## src/rtl/fsh_pkg.sv

```systemverilog
// Shared constants and helpers for the flow signature hash engine.
// Assumes 32-bit tuple words built from four bytes.
package fsh_pkg;
    localparam int FSH_WORD_W = 32;
    localparam int FSH_HALF_W = FSH_WORD_W / 2;
    localparam int FSH_BYTES  = FSH_WORD_W / 8;

    // Reverse byte order: network-order slice to host value.
    function automatic logic [FSH_WORD_W-1:0] fsh_bswap(input logic [FSH_WORD_W-1:0] w);
        logic [FSH_WORD_W-1:0] r;
        for (int b = 0; b < FSH_BYTES; b++) begin
            r[8*b +: 8] = w[FSH_WORD_W-8-8*b +: 8];
        end
        return r;
    endfunction
endpackage

```

## src/rtl/fsh_fold.sv

```systemverilog
// Tuple fold stage. It converts every word to host order and XORs words 1..N-1
// into a common word. From that it derives the three key-independent operands:
//   lo_pre  : rotated common word, before word 0 is mixed in (key bit 0 only)
//   lo_post : rotated common word with F ^ (F << HALF) applied (key bits 1..HALF-1)
//   hi_word : common word with F ^ (F >> HALF) applied (key bits HALF..WORD_W-1)
// Only the bits the key mixer can select are carried out.
// Assumes HASH_W <= HALF so that every selected window stays inside the word.
module fsh_fold
    import fsh_pkg::*;
#(
    parameter int N_WORDS = 11,
    parameter int HASH_W  = 15
) (
    input  logic [N_WORDS*FSH_WORD_W-1:0] tuple,
    output logic [HASH_W-1:0]             lo_pre,
    output logic [HASH_W+FSH_HALF_W-2:1]  lo_post,
    output logic [HASH_W+FSH_HALF_W-2:0]  hi_word
);
    localparam int W     = FSH_WORD_W;
    localparam int HALF  = FSH_HALF_W;
    localparam int USE_W = HASH_W + HALF - 1;

    logic [W-1:0] host  [N_WORDS];
    logic [W-1:0] chain [N_WORDS];
    logic [W-1:0] common;
    logic [W-1:0] rot;
    logic [W-1:0] fv;

    // Per-word byte swap into host order.
    for (genvar g = 0; g < N_WORDS; g++) begin : g_host
        assign host[g] = fsh_bswap(tuple[g*W +: W]);
    end

    // XOR chain over words 1..N-1; word 0 is kept out of the fold.
    assign chain[0] = '0;
    for (genvar g = 1; g < N_WORDS; g++) begin : g_fold
        assign chain[g] = chain[g-1] ^ host[g];
    end

    assign common = chain[N_WORDS-1];
    assign rot    = {common[HALF-1:0], common[W-1:HALF]};
    assign fv     = host[0];

    // Derived operands, trimmed to the bit windows the mixer reads.
    assign lo_pre  = HASH_W'(rot);
    assign lo_post = (USE_W-1)'((rot ^ fv ^ (fv << HALF)) >> 1);
    assign hi_word = USE_W'(common ^ fv ^ (fv >> HALF));
endmodule

```

## src/rtl/fsh_keymix.sv

```systemverilog
// Key mixer for one lane. Every set key bit selects a shifted window of the
// fold operands, and all selected windows are XORed into a HASH_W-bit hash.
// Bit 0 reads lo_pre, bits 1..HALF-1 read lo_post shifted by i, and bits
// HALF..WORD_W-1 read hi_word shifted by i-HALF.
// Assumes the operand widths produced by fsh_fold with the same HASH_W.
module fsh_keymix
    import fsh_pkg::*;
#(
    parameter int HASH_W = 15
) (
    input  logic [HASH_W-1:0]            lo_pre,
    input  logic [HASH_W+FSH_HALF_W-2:1] lo_post,
    input  logic [HASH_W+FSH_HALF_W-2:0] hi_word,
    input  logic [FSH_WORD_W-1:0]        key,
    output logic [HASH_W-1:0]            hash
);
    localparam int W    = FSH_WORD_W;
    localparam int HALF = FSH_HALF_W;

    logic [HASH_W-1:0] term [W];

    // One gated window per key bit.
    for (genvar i = 0; i < W; i++) begin : g_term
        if (i == 0) begin : g_b0
            assign term[i] = key[i] ? lo_pre : '0;
        end else if (i < HALF) begin : g_lo
            assign term[i] = key[i] ? lo_post[i +: HASH_W] : '0;
        end else begin : g_hi
            assign term[i] = key[i] ? hi_word[(i-HALF) +: HASH_W] : '0;
        end
    end

    // XOR reduction of all gated windows.
    always_comb begin
        hash = '0;
        for (int i = 0; i < W; i++) begin
            hash = hash ^ term[i];
        end
    end
endmodule

```

## src/rtl/flow_sig_hash.sv

```systemverilog
// Top of the keyed flow signature hash engine. One shared fold stage feeds two
// key-mixer lanes (bucket key, signature key). The two hashes are packed into
// one word: signature in [HALF+HASH_W-1:HALF], bucket in [HASH_W-1:0], other
// bits zero. The result is registered, giving a latency of one cycle.
// Assumes HASH_W < HALF so that the padding bits exist.
module flow_sig_hash
    import fsh_pkg::*;
#(
    parameter int N_WORDS = 11,
    parameter int HASH_W  = 15
) (
    input  logic                          clk,
    input  logic                          rst_n,
    input  logic                          in_valid,
    input  logic [N_WORDS*FSH_WORD_W-1:0] in_tuple,
    input  logic [FSH_WORD_W-1:0]         in_bkt_key,
    input  logic [FSH_WORD_W-1:0]         in_sig_key,
    output logic                          out_valid,
    output logic [FSH_WORD_W-1:0]         out_hash
);
    localparam int W       = FSH_WORD_W;
    localparam int HALF    = FSH_HALF_W;
    localparam int USE_W   = HASH_W + HALF - 1;
    localparam int N_LANES = 2;

    logic [HASH_W-1:0] lo_pre;
    logic [USE_W-1:1]  lo_post;
    logic [USE_W-1:0]  hi_word;
    logic [W-1:0]      lane_key  [N_LANES];
    logic [HASH_W-1:0] lane_hash [N_LANES];
    logic [W-1:0]      packed_hash;

    fsh_fold #(
        .N_WORDS (N_WORDS),
        .HASH_W  (HASH_W)
    ) u_fold (
        .tuple   (in_tuple),
        .lo_pre  (lo_pre),
        .lo_post (lo_post),
        .hi_word (hi_word)
    );

    // Lane 0 uses the bucket key, lane 1 the signature key.
    assign lane_key[0] = in_bkt_key;
    assign lane_key[1] = in_sig_key;

    for (genvar g = 0; g < N_LANES; g++) begin : g_lane
        fsh_keymix #(
            .HASH_W (HASH_W)
        ) u_mix (
            .lo_pre  (lo_pre),
            .lo_post (lo_post),
            .hi_word (hi_word),
            .key     (lane_key[g]),
            .hash    (lane_hash[g])
        );
    end

    // Pack signature into the upper half and bucket into the lower half.
    always_comb begin
        packed_hash                       = '0;
        packed_hash[HASH_W-1:0]           = lane_hash[0];
        packed_hash[HALF+HASH_W-1:HALF]   = lane_hash[1];
    end

    // Output register: capture on a request, hold otherwise.
    always_ff @(posedge clk) begin
        if (!rst_n) begin
            out_valid <= 1'b0;
            out_hash  <= '0;
        end else begin
            out_valid <= in_valid;
            if (in_valid) begin
                out_hash <= packed_hash;
            end
        end
    end
endmodule

```

## config.mk

```make
export PLATFORM = sky130hd
export DESIGN_NAME = flow_sig_hash
export DESIGN_NICKNAME = d
export VERILOG_FILES = /design/src/rtl/fsh_pkg.sv /design/src/rtl/fsh_fold.sv /design/src/rtl/fsh_keymix.sv /design/src/rtl/flow_sig_hash.sv
export SDC_FILE = /design/constraint.sdc
export NUM_CORES = 1
export LEC_CHECK = 0
export ABC_CLOCK_PERIOD_IN_PS = 4400
export BUFFER_PORTS_ARGS = -buffer_cell sky130_fd_sc_hd__buf_2
export CORE_AREA = 2 2 176 178
export DETAILED_ROUTE_END_ITERATION = 16
export DIE_AREA = 0 0 178 180
export PLACE_DENSITY_LB_ADDON = 0.25
export REMOVE_ABC_BUFFERS = 1
export SLEW_MARGIN = 20
export SYNTH_ARGS = -nofsm -noshare
export SYNTH_HDL_FRONTEND = slang
export SYNTH_SLANG_ARGS = --single-unit
```

## constraint.sdc

```tcl
create_clock -name clk -period 4.4 [get_ports clk]
set_input_delay 0.88 -clock clk [delete_from_list [all_inputs] [get_ports clk]]
set_output_delay 0.88 -clock clk [all_outputs]
set_load 0.02 [all_outputs]
```

==> flow_metrics.py <==
metrics = {
    "run_status": {
        "status": "finished, final reports clean",
    },
    "synth": {
        "post_synth.cell_area_avg_sq_um": 7.08,
        "synth-seq-area-share_pct": 3.62,
        "muxShareOfSynthArea_pct": 0.0583,
        "synthFlopType": "dfxtp_1",
        "synth_edf_count": 0,
        "ys_seq_elements": 31,
        "synthAdderAreaFrac_pct": 0,
        "syn_inst": 2425,
        "synth_area_sq_um": 17200,
        "synth_compound_area_share_pct": 1.75,
        "synth.distinct_cells": 22,
        "synth_async_sr_flop_share_pct": 0,
        "synthXorXnorAreaFrac_pct": 69.5,
        "yosys.area_share.simple_pct": 21.1,
        "synth_top_family_by_area": "XOR/XNOR gates",
        "ys_warn_count": 0,
    },
    "sta": {
        "min_period_ps": 3640,
        "hold_viol_final": 0,
        "rsz0062_at_grt": "false",
        "skew_ps": 0,
        "slew_headroom_pct": 36.6,
        "layout_setup_ws_ps": 763,
        "setup_violations": 0,
        "period_share_pct": 82.7,
        "clock.fmax_mhz": 275,
        "slew_violations": 0,
        "fin_tns_setup_ps": 0,
        "tightest_slew_ps": 947,
    },
    "die": {
        "start_util_pct": 56.9,
        "num_rows": 64,
        "ios": 452,
        "fp.dieW_um": 178,
        "core_area_sq_um": 30200,
        "die_h_um": 180,
        "dieArea_sq_um": 32000,
    },
    "global_route": {
        "grt_first_pass_wirelength_um": 103000,
        "track_usage_pct": 42.2,
        "antenna_found_initial": 6,
        "first_global_vias": 18300,
        "overflow": 0,
        "grt_max_degree": 37,
    },
    "placement": {
        "place_ws_ps": 470,
        "place_congestion": 0.951,
        "post-dp-hpwl_um": 49000,
        "post_dp_cell_area_sq_um": 19800,
        "numPortBuffers": 449,
    },
    "min_path": {
        "holdCritPathClass": "flop to flop",
    },
    "clock_network": {
        "clock_tree.buffer_depth": 2,
        "numCtsBuffers": 5,
        "cts_root_buf": "clkbuf_16",
        "clk_latency_ps": 290,
        "cts_hold_buffers": 0,
        "cts_setup_buffers": 0,
        "cts_num_sinks": 31,
        "cts_max_level": 2,
        "cts_resized": 0,
        "cts_tree": "yes",
        "clk_pin_slew_ps": 60,
    },
    "detailed_routing": {
        "drc": 0,
        "ant_nets": 0,
        "drt-initial-drc-count": 2376,
        "wirelength_um": 69400,
        "firstDrtPassIters": 6,
        "vias": 18300,
        "post_drt_wl_per_cell_um": 21.8,
        "vias_per_cell": 5.73,
    },
    "critical_path": {
        "worstSetupPathType": "input pin to flop",
        "arrival_ps": 3800,
        "critPathRequiredTime_ps": 4560,
        "endpoint_kind": "flop",
        "worst-path-max-fanout": 26,
        "start_kind": "input pin",
    },
    "power": {
        "cellLeakagePower_nw": 8.73,
        "ir_worst_vdd_v": 0.000490,
        "p_per_area_nw_per_um2": 1180,
        "total_power_mw": 23.6,
    },
    "final_layout": {
        "design_area_sq_um": 20000,
        "layout-drive-gt1-share_pct": 19.0,
        "layout_commonest_cell": "nand2_1",
        "final_nets": 3208,
        "layout_common_cells": "nand2_1 (956), xnor2_1 (922), buf_2 (449), xor2_1 (201), xnor3_1 (66)",
        "areaGrowthSynthToFinish_pct": 16.4,
        "nFillCells": 2644,
    },
    "job": {
        "maxCapViolCount": 0,
    },
}
Yosys cell counts (2+ instances only):
cell	instances	area, sq um
nand2_1	956	3590
xnor2_1	922	8080
xor2_1	201	1760
clkbuf_1	82	308
buf_2	66	330
xnor3_1	66	1490
dfxtp_1	31	621
a21oi_1	30	150
o21ai_0	30	150
xor3_1	17	404
xor3_2	5	125
buf_1	4	15.0
buf_4	3	22.5
xnor3_2	3	71.3
nand2_2	2	12.5
stage by stage:
step           std cells  utilization [%]  hold slack [ps]
6_report            3191             66.2              524
5_1_grt             3191             66.2              561
4_1_cts             3185             66.1              525
3_5_place_dp        3178             65.6              508
3_3_place_gp        3178             65.6              501
2_1_floorplan       2271                -              592
metal layers:
layer / GRT usage, % / vias up / share of wire [%]
met1: 49.0 / 8165 / 33
met3: 10.7 / 469 / 15
met2: 67.6 / 1637 / 44
met5: 0 / - / 0
met4: 29.1 / 0 / 8.1
li1: - / 8011 / -
final cells by class:
type	instances	area [sq um]	share of cell area, %
Multi-Input combinational cell	2239	15900	79.5
Timing Repair Buffer	511	2830	14.1
Sequential cell	31	621	3.11
Tap cell	396	495	2.48
Clock buffer	6	139	0.695
Antenna cell	6	15.0	0.0752
Clock inverter	1	5.00	0.0251
Inverter	1	3.75	0.0188
where the power goes:
group / switching, mW / internal (mW) / leakage (nW)
sequential: 0.0835 / 0.428 / 0.258
clock: 0.173 / 0.223 / 0.0728
combinational: 11.7 / 11.0 / 8.40
registers in the layout, summed over array words and instances (netlist names):
name	flops
out_valid	1
out_hash	30
cells by family after synthesis:
| logic type | count (synthesis) |
|---|---|
| flops | 31 |
| simple gates | 962 |
| xor+xnor | 1214 |
| mux | 1 |
| compound gates | 60 |
| buf+inv | 156 |
| other cells | 1 |
critical path, stage by stage:
cell     delay (ps)
buf_2           100
xnor2_1         290
xnor3_1         420
xor3_1          340
buf_4           370
nand2_1         120
xor2_1          170
xnor2_1         230
xnor3_1         280
xnor2_1         260
xnor2_1         220
a21oi_1         110
path summary, 6_finish.rpt:
kind	slack (ps)	end	start	depth (start not counted)
worst max-delay path	760	out_hash[24]	in_tuple[69]	12
worst min-delay path	520	out_hash[29]	out_hash[29]	2
worst max register to register	3610	out_hash[19]	out_hash[19]	2
worst min register to register	520	out_hash[29]	out_hash[29]	2
Power figures use the tool's default switching activity.
